--- src/rtl/pfxscan_pkg.sv ---
`timescale 1ns/1ps
package pfxscan_pkg;

  typedef enum logic [2:0] {
    BK_OTHER, BK_LEG, BK_OPSZ, BK_ADSZ, BK_REX, BK_VEX2, BK_VEX3, BK_EVEX
  } byte_kind_e;

  typedef enum logic [2:0] {
    ST_IDLE, ST_LEG, ST_FIX, ST_REX, ST_VEX, ST_VP2, ST_VP3, ST_FIN
  } scan_st_e;

  function automatic byte_kind_e kind_of(input logic [7:0] b);
    byte_kind_e k;
    case (b)
      8'h66: k = BK_OPSZ;
      8'h67: k = BK_ADSZ;
      8'h26, 8'h2E, 8'h36, 8'h3E, 8'h64, 8'h65,
      8'hF0, 8'hF2, 8'hF3: k = BK_LEG;
      8'hC5: k = BK_VEX2;
      8'hC4: k = BK_VEX3;
      8'h62: k = BK_EVEX;
      default: k = (b[7:4] == 4'h4) ? BK_REX : BK_OTHER;
    endcase
    return k;
  endfunction

endpackage

--- src/rtl/pfx_byte_class.sv ---
`timescale 1ns/1ps
module pfx_byte_class
  import pfxscan_pkg::*;
(
  input  logic [7:0] byte_i,
  output byte_kind_e kind_o,
  output logic       legacy_o
);
  assign kind_o   = kind_of(byte_i);
  assign legacy_o = (kind_o == BK_LEG) || (kind_o == BK_OPSZ) || (kind_o == BK_ADSZ);
endmodule

--- src/rtl/pfx_slot_file.sv ---
`timescale 1ns/1ps
module pfx_slot_file #(
  parameter int NSLOT = 4,
  localparam int FW = $clog2(NSLOT + 1)
) (
  input  logic               clk,
  input  logic               rst,
  input  logic               clr_i,
  input  logic               store_i,
  input  logic               fix_i,
  input  logic [7:0]         byte_i,
  input  logic [7:0]         last_i,
  output logic               hit_o,
  output logic               full_o,
  output logic [NSLOT*8-1:0] slots_o
);
  logic [FW-1:0]    fill_q;
  logic [NSLOT-1:0] match;
  logic [7:0]       top_b;
  logic             do_fix;

  assign top_b  = slots_o[(NSLOT-1)*8 +: 8];
  assign do_fix = fix_i && (last_i != 8'h00) && (last_i != top_b);
  assign hit_o  = |match;
  assign full_o = (fill_q == FW'(NSLOT));

  generate
    for (genvar gi = 0; gi < NSLOT; gi++) begin : g_slot
      logic [7:0] q;
      assign slots_o[gi*8 +: 8] = q;
      assign match[gi] = (FW'(gi) < fill_q) && (q == byte_i);
      always_ff @(posedge clk) begin
        if (rst || clr_i) begin
          q <= 8'h00;
        end else if (store_i && (fill_q == FW'(gi))) begin
          q <= byte_i;
        end else if (do_fix) begin
          if (gi == NSLOT - 1) begin
            q <= last_i;
          end else if ((FW'(gi) < fill_q) && (q == last_i) && (top_b != 8'h00)) begin
            q <= top_b;
          end
        end
      end
    end
  endgenerate

  always_ff @(posedge clk) begin
    if (rst || clr_i) begin
      fill_q <= '0;
    end else if (store_i) begin
      fill_q <= fill_q + 1'b1;
    end
  end
endmodule

--- src/rtl/pfx_size_track.sv ---
`timescale 1ns/1ps
module pfx_size_track #(
  parameter int SZW = 4
) (
  input  logic           clk,
  input  logic           rst,
  input  logic           init_i,
  input  logic           mode64_i,
  input  logic           tog_op_i,
  input  logic           tog_ad_i,
  input  logic           force8_i,
  output logic [SZW-1:0] opnd_o,
  output logic [SZW-1:0] addr_o
);
  localparam logic [SZW-1:0] SZ2     = SZW'(2);
  localparam logic [SZW-1:0] SZ4     = SZW'(4);
  localparam logic [SZW-1:0] SZ8     = SZW'(8);
  localparam logic [SZW-1:0] FLIP_24 = SZ2 ^ SZ4;
  localparam logic [SZW-1:0] FLIP_48 = SZ4 ^ SZ8;

  logic mode_q;

  always_ff @(posedge clk) begin
    if (rst) begin
      opnd_o <= SZ4;
      addr_o <= SZ4;
      mode_q <= 1'b0;
    end else if (init_i) begin
      opnd_o <= SZ4;
      addr_o <= mode64_i ? SZ8 : SZ4;
      mode_q <= mode64_i;
    end else begin
      if (force8_i)      opnd_o <= SZ8;
      else if (tog_op_i) opnd_o <= opnd_o ^ FLIP_24;
      if (tog_ad_i)      addr_o <= addr_o ^ (mode_q ? FLIP_48 : FLIP_24);
    end
  end
endmodule

--- src/rtl/x86_prefix_scanner.sv ---
`timescale 1ns/1ps
module x86_prefix_scanner
  import pfxscan_pkg::*;
#(
  parameter int WIN_BYTES = 16,
  parameter int MAX_LEN   = 15,
  parameter int NSLOT     = 4,
  localparam int CNT_W    = $clog2(WIN_BYTES + 1)
) (
  input  logic                   clk,
  input  logic                   rst,
  input  logic                   start_i,
  input  logic                   mode64_i,
  input  logic [WIN_BYTES*8-1:0] win_i,
  input  logic [CNT_W-1:0]       avail_i,
  output logic                   done_o,
  output logic                   err_o,
  output logic [NSLOT*8-1:0]     slots_o,
  output logic [CNT_W-1:0]       pfx_cnt_o,
  output logic                   rex_vld_o,
  output logic [7:0]             rex_o,
  output logic [31:0]            vex_o,
  output logic [2:0]             vex_len_o,
  output logic [3:0]             opnd_sz_o,
  output logic [3:0]             addr_sz_o,
  output logic [CNT_W-1:0]       opc_off_o
);
  localparam logic [CNT_W-1:0] LEN_CAP  = CNT_W'(MAX_LEN);
  localparam logic [CNT_W-1:0] LAST_IDX = CNT_W'(WIN_BYTES - 1);

  scan_st_e               st_q;
  logic [WIN_BYTES*8-1:0] win_q;
  logic [CNT_W-1:0]       lim_q, ptr_q, ptr1, lim_in;
  logic                   mode_q;
  logic [7:0]             last_q;
  logic [3:0][7:0]        vex_q;
  byte_kind_e             vkind_q;
  logic [7:0]             cur_b, nxt_b;
  byte_kind_e             kind;
  logic                   is_leg, hit, full;
  logic                   end_cur, end_nxt;
  logic                   sl_store, sl_fix, tog_op, tog_ad, force8, init;

  assign lim_in  = (avail_i > LEN_CAP) ? LEN_CAP : avail_i;
  assign ptr1    = ptr_q + 1'b1;
  assign end_cur = (ptr_q >= lim_q);
  assign end_nxt = (ptr1 >= lim_q);
  assign init    = (st_q == ST_IDLE) && start_i;
  assign vex_o   = vex_q;

  always_comb begin
    cur_b = 8'h00;
    nxt_b = 8'h00;
    if (ptr_q <= LAST_IDX) cur_b = win_q[{ptr_q, 3'b000} +: 8];
    if (ptr1 <= LAST_IDX)  nxt_b = win_q[{ptr1, 3'b000} +: 8];
  end

  pfx_byte_class u_class (
    .byte_i   (cur_b),
    .kind_o   (kind),
    .legacy_o (is_leg)
  );

  always_comb begin
    sl_store = 1'b0;
    sl_fix   = (st_q == ST_FIX);
    tog_op   = 1'b0;
    tog_ad   = 1'b0;
    force8   = 1'b0;
    if ((st_q == ST_LEG) && !end_cur && is_leg && !hit && !full) begin
      sl_store = 1'b1;
      tog_op   = (kind == BK_OPSZ);
      tog_ad   = (kind == BK_ADSZ);
    end
    if ((st_q == ST_REX) && mode_q && !end_cur && (kind == BK_REX) && cur_b[3])
      force8 = 1'b1;
    if ((st_q == ST_VP2) && !end_cur && (vkind_q == BK_VEX3) && mode_q && cur_b[7])
      force8 = 1'b1;
    if ((st_q == ST_VP3) && !end_cur && mode_q && cur_b[7])
      force8 = 1'b1;
  end

  pfx_slot_file #(.NSLOT(NSLOT)) u_slots (
    .clk     (clk),
    .rst     (rst),
    .clr_i   (init),
    .store_i (sl_store),
    .fix_i   (sl_fix),
    .byte_i  (cur_b),
    .last_i  (last_q),
    .hit_o   (hit),
    .full_o  (full),
    .slots_o (slots_o)
  );

  pfx_size_track #(.SZW(4)) u_size (
    .clk      (clk),
    .rst      (rst),
    .init_i   (init),
    .mode64_i (mode64_i),
    .tog_op_i (tog_op),
    .tog_ad_i (tog_ad),
    .force8_i (force8),
    .opnd_o   (opnd_sz_o),
    .addr_o   (addr_sz_o)
  );

  always_ff @(posedge clk) begin
    if (rst) begin
      st_q      <= ST_IDLE;
      win_q     <= '0;
      lim_q     <= '0;
      mode_q    <= 1'b0;
      ptr_q     <= '0;
      pfx_cnt_o <= '0;
      last_q    <= 8'h00;
      rex_o     <= 8'h00;
      rex_vld_o <= 1'b0;
      vex_q     <= '0;
      vex_len_o <= 3'd0;
      vkind_q   <= BK_OTHER;
      err_o     <= 1'b0;
      done_o    <= 1'b0;
      opc_off_o <= '0;
    end else begin
      done_o <= 1'b0;
      case (st_q)
        ST_IDLE: begin
          if (start_i) begin
            win_q     <= win_i;
            lim_q     <= lim_in;
            mode_q    <= mode64_i;
            ptr_q     <= '0;
            pfx_cnt_o <= '0;
            last_q    <= 8'h00;
            rex_o     <= 8'h00;
            rex_vld_o <= 1'b0;
            vex_q     <= '0;
            vex_len_o <= 3'd0;
            vkind_q   <= BK_OTHER;
            err_o     <= 1'b0;
            st_q      <= ST_LEG;
          end
        end
        ST_LEG: begin
          if (end_cur) begin
            err_o <= 1'b1;
            st_q  <= ST_FIN;
          end else if (is_leg && (hit || !full)) begin
            pfx_cnt_o <= pfx_cnt_o + 1'b1;
            ptr_q     <= ptr1;
            last_q    <= cur_b;
          end else begin
            st_q <= ST_FIX;
          end
        end
        ST_FIX: st_q <= ST_REX;
        ST_REX: begin
          st_q <= ST_VEX;
          if (mode_q) begin
            if (end_cur) begin
              err_o <= 1'b1;
              st_q  <= ST_FIN;
            end else if (kind == BK_REX) begin
              rex_o     <= cur_b;
              rex_vld_o <= 1'b1;
              ptr_q     <= ptr1;
            end
          end
        end
        ST_VEX: begin
          st_q <= ST_FIN;
          if (end_cur) begin
            err_o <= 1'b1;
          end else if ((kind == BK_VEX2) || (kind == BK_VEX3) || (kind == BK_EVEX)) begin
            if (end_nxt) begin
              err_o <= 1'b1;
            end else if (mode_q || (nxt_b[7:6] == 2'b11)) begin
              vex_q[0] <= cur_b;
              vex_q[1] <= nxt_b;
              vkind_q  <= kind;
              ptr_q    <= ptr_q + CNT_W'(2);
              if (kind == BK_VEX2) begin
                vex_q[2]  <= nxt_b & 8'h7F;
                vex_len_o <= 3'd2;
              end else begin
                st_q <= ST_VP2;
              end
            end
          end
        end
        ST_VP2: begin
          st_q <= ST_FIN;
          if (end_cur) begin
            err_o <= 1'b1;
          end else begin
            vex_q[2] <= cur_b;
            ptr_q    <= ptr1;
            if (vkind_q == BK_VEX3) vex_len_o <= 3'd3;
            else                    st_q      <= ST_VP3;
          end
        end
        ST_VP3: begin
          st_q <= ST_FIN;
          if (end_cur) begin
            err_o <= 1'b1;
          end else begin
            vex_q[3]  <= cur_b;
            ptr_q     <= ptr1;
            vex_len_o <= 3'd4;
          end
        end
        ST_FIN: begin
          done_o    <= 1'b1;
          opc_off_o <= ptr_q;
          st_q      <= ST_IDLE;
        end
        default: st_q <= ST_IDLE;
      endcase
    end
  end
endmodule

--- config.mk ---
export PLATFORM = sky130hd
export DESIGN_NAME = x86_prefix_scanner
export DESIGN_NICKNAME = d
export VERILOG_FILES = /design/src/rtl/pfxscan_pkg.sv /design/src/rtl/pfx_byte_class.sv /design/src/rtl/pfx_slot_file.sv /design/src/rtl/pfx_size_track.sv /design/src/rtl/x86_prefix_scanner.sv
export SDC_FILE = /design/constraint.sdc
export NUM_CORES = 1
export LEC_CHECK = 0
export ABC_AREA = 1
export BUFFER_PORTS_ARGS = -buffer_cell sky130_fd_sc_hd__clkbuf_2
export CORE_MARGIN = 8
export CORE_UTILIZATION = 35
export DETAILED_ROUTE_END_ITERATION = 10
export PLACE_DENSITY_LB_ADDON = 0.25
export SYNTH_ARGS = -nofsm -noshare
export SYNTH_HDL_FRONTEND = slang
export SYNTH_HIERARCHICAL = 1
export SYNTH_SLANG_ARGS = --single-unit
--- constraint.sdc ---
create_clock -name clk -period 5.08 [get_ports clk]
set_input_delay 1.016 -clock clk [delete_from_list [all_inputs] [get_ports clk]]
set_output_delay 1.016 -clock clk [all_outputs]
set_load 0.01 [all_outputs]
==> results.json <==
{
  "ys_seq_elements": 251,
  "worst_ep_required_time_ns": 5.58,
  "top_layer_used": "met4",
  "async_flop_share_pct": 0,
  "firstDrtPassIters": 6,
  "track_usage_pct": 21.9,
  "slew_viol_final": 0,
  "yosys.area.top_type_share_pct": 35.0,
  "diodes": 0,
  "cp.arrival_ns": 5.08,
  "ctsLongestPathBuffers": 3,
  "die_w_um": 219,
  "skew_ns": 0.0177,
  "fillers": 4358,
  "synth_edf_count": 0,
  "cts_buffers": 29,
  "timing_worst_slew_pin_value_ns": 0.772,
  "via_per_inst": 5.20,
  "ir_worst_vdd_v": 0.000270,
  "end_kind": "flop",
  "drive_gt1_share_pct": 17.1,
  "clock_sinks": 251,
  "period_needed_ns": 4.57,
  "synth_flop_cell": "dfxtp_1",
  "dr_wl_met2_mm": 24.1,
  "wl_met1_mm": 25.1,
  "vias": 15300,
  "hold_class": "flop to flop",
  "yosys-top-cells-area": "dfxtp_1 35%, o21ai_0 11%, nand2_1 10%",
  "reg2reg_slack_ns": 0.51,
  "antenna_found_initial": 0,
  "wire_per_inst_um": 18.6,
  "dp_hpwl_mm": 40.2,
  "die-area_um2": 47800,
  "overflow": 0,
  "drt-initial-drc-count": 1616,
  "crit_slowest_cell": "dfxtp_4",
  "cts_tree": "built",
  "clk_pin_slew_ns": 0.06,
  "yosysMostFrequentCell": "nand2_1",
  "die_y_um": 219,
  "ff2ff_path_depth": 31,
  "cp-start-kind": "flop",
  "crit_family": "simple AND/OR/NAND/NOR gates",
  "htree_num_levels": 1,
  "syn_inst": 2224,
  "setup_tns_ns": 0,
  "grt_pass1_vias": 14300,
  "drc": 0,
  "setup_viol": 0,
  "hold_buffers": 0,
  "io_buffer_count": 230,
  "hold_violations": 0,
  "power_density_nw_per_um2": 559,
  "syn_area_um2": 14400,
  "grt_max_degree": 137,
  "power_leakage_nw": 7.51,
  "crit_start": "ptr_q[0]",
  "fin_nets": 2538,
  "critical_path_class": "flop to flop",
  "min_period_over_period_pct": 90.0,
  "cts_root_buf": "clkbuf_16",
  "max_freq_mhz": 219,
  "crit_buf_inv": 11,
  "drv_cap": 0,
  "hold_end": "opc_off_o[1]",
  "core_um2": 40600,
  "status": "completed",
  "rows": 74,
  "avgSynthCellArea_um2": 6.46,
  "wl_met3_mm": 4.19,
  "start_util_pct": 35.3,
  "ys_seq_area_share_pct": 35.0,
  "synth_top_area_cell": "dfxtp_1",
  "io_pins": 233,
  "timing.hold.worst.start": "opc_off_o[1]",
  "worst_hold_path.num_cells": 2,
  "netlist_top_cells_count": "393 x nand2_1, 308 x o21ai_0, 281 x a21oi_1, 263 x nor2_1, 251 x dfxtp_1",
  "syn_to_final_growth_pct": 18.1,
  "synth_cell_type_count": 50,
  "yosys_warnings": 6,
  "rr_endpoint": "u_slots/g_slot[0].q[2]",
  "drt_wl_total_mm": 54.7,
  "rsz0062_at_grt": "false",
  "r2r-start": "ptr_q[0]",
  "critPathMaxFanout": 68,
  "slew-limit-headroom_pct": 48.3,
  "grt_pass1_wl_mm": 83.5,
  "critical_path.max_stage_delay_ns": 0.41,
  "gp_congestion": 0.956,
  "holdWs_ns": 0.449,
  "clk-insertion-delay-late_ns": 0.57,
  "ant_nets": 0
}
what timing repair did:
| item | in CTS | in global routing |
|---|---|---|
| setup endpoints to repair | 0 | 48 |
| setup buffers | 0 | 0 |
| resized for setup | 0 | 9 |
area by class of cell:
cell class / instances / area (µm²) / share of cell area, %
multi-input cells: 1577 / 7690 / 45.4
flip-flops and latches: 251 / 5030 / 29.7
repair buffers: 261 / 1470 / 8.68
inverters: 263 / 1020 / 6.01
clock buffers: 39 / 845 / 4.98
well taps: 532 / 666 / 3.93
clock inverters: 15 / 238 / 1.40
worst register-to-register path, delay by kind of cell (launching register included):
| family | cells | cell delay, ns |
|---|---|---|
| flops | 1 | 0.41 |
| simple gates | 16 | 1.72 |
| fa+ha+maj | 2 | 0.36 |
| buf+inv | 11 | 1.47 |
| compound gates | 2 | 0.55 |
metal layers:
layer  vias to the layer above  GRT usage (%)
met3                        82           3.12
met1                      7025           31.3
met5                         -              0
met4                         0           6.49
met2                       615           33.9
li1                       7558              -
worst max-delay path by stage:
| stage | endpoint | slack [ns] | depth (start not counted) |
|---|---|---|---|
| 5_1_grt | u_slots/g_slot[0].q[2] | 0.14 | 31 |
| 4_1_cts | u_slots/g_slot[2].q[5] | 0.12 | 26 |
| 6_report | u_slots/g_slot[0].q[2] | 0.51 | 31 |
| 3_3_place_gp | u_slots/g_slot[2].q[4] | 0.33 | 25 |
| 2_1_floorplan | u_slots/g_slot[0].q[6] | 1.31 | 31 |
| 3_5_place_dp | u_slots/g_slot[2].q[5] | 0.14 | 26 |
cell families after synthesis:
logic type                 after synthesis  share of synthesized area, %
and+or+nand+nor                        890                          26.8
adders and majority gates               18                          1.57
AOI/OAI and AO/OA                      633                          22.9
other                                    1                        0.0261
buffers and inverters                  397                          11.6
xor gates and xnor gates                34                          2.07
DFF                                    251                          35.0
per-stage QoR:
stage / area, µm² / util, % / setup slack (ns) / total power, W / std cells
floorplan: 14400 / - / 1.31 / 0.00567 / 2225
global placement: 15800 / 38.9 / 0.326 / 0.00696 / 2883
detailed placement: 15800 / 38.9 / 0.139 / 0.00703 / 2883
CTS: 16900 / 41.6 / 0.117 / 0.00942 / 2937
global route: 17000 / 41.7 / 0.145 / 0.0101 / 2938
finish: 17000 / 41.7 / 0.506 / 0.00948 / 2938
cells in the final DEF (no fill, tap or decap), types with 4 or more instances in the layout:
cell and instances:
nand2_1 389, o21ai_0 308, a21oi_1 281, nor2_1 262, dfxtp_1 250, clkbuf_2 230, inv_1 228, nand3_1 145
clkbuf_16 31, xnor2_1 29, inv_2 25, buf_4 25, ha_1 18, nand2_2 16, nor3_1 16, nand4_1 15
nand3_2 10, nor2_2 9, o22ai_1 9, o21ai_1 7, nand2_4 6, clkbuf_8 6, bufinv_16 6, nor2_4 5
inv_4 5, a21oi_2 5, clkinv_2 5, xor2_1 5, o211ai_1 4, inv_6 4, buf_12 4, or2_2 4
registers in the layout (all words and copies together) (netlist names):
signal            count
err_o                 1
u_slots/fill_q        3
rex_o                 8
opc_off_o             5
pfx_cnt_o             5
vkind_q               3
vex_o                32
u_size/mode_q         1
u_slots/g_slot.q     32
done_o                1
lim_q                 5
u_size/addr_o         3
ptr_q                 5
last_q                8
win_q               128
rex_vld_o             1
st_q                  3
mode_q                1
u_size/opnd_o         3
vex_len_o             3
power breakdown:
group | internal [W] | switching (W)
clock | 0.00147 | 0.000888
sequential | 0.00240 | 0.000250
combinational | 0.00129 | 0.00317
total | 0.00517 | 0.00431
Note: power is estimated with default switching activity, not from simulation.
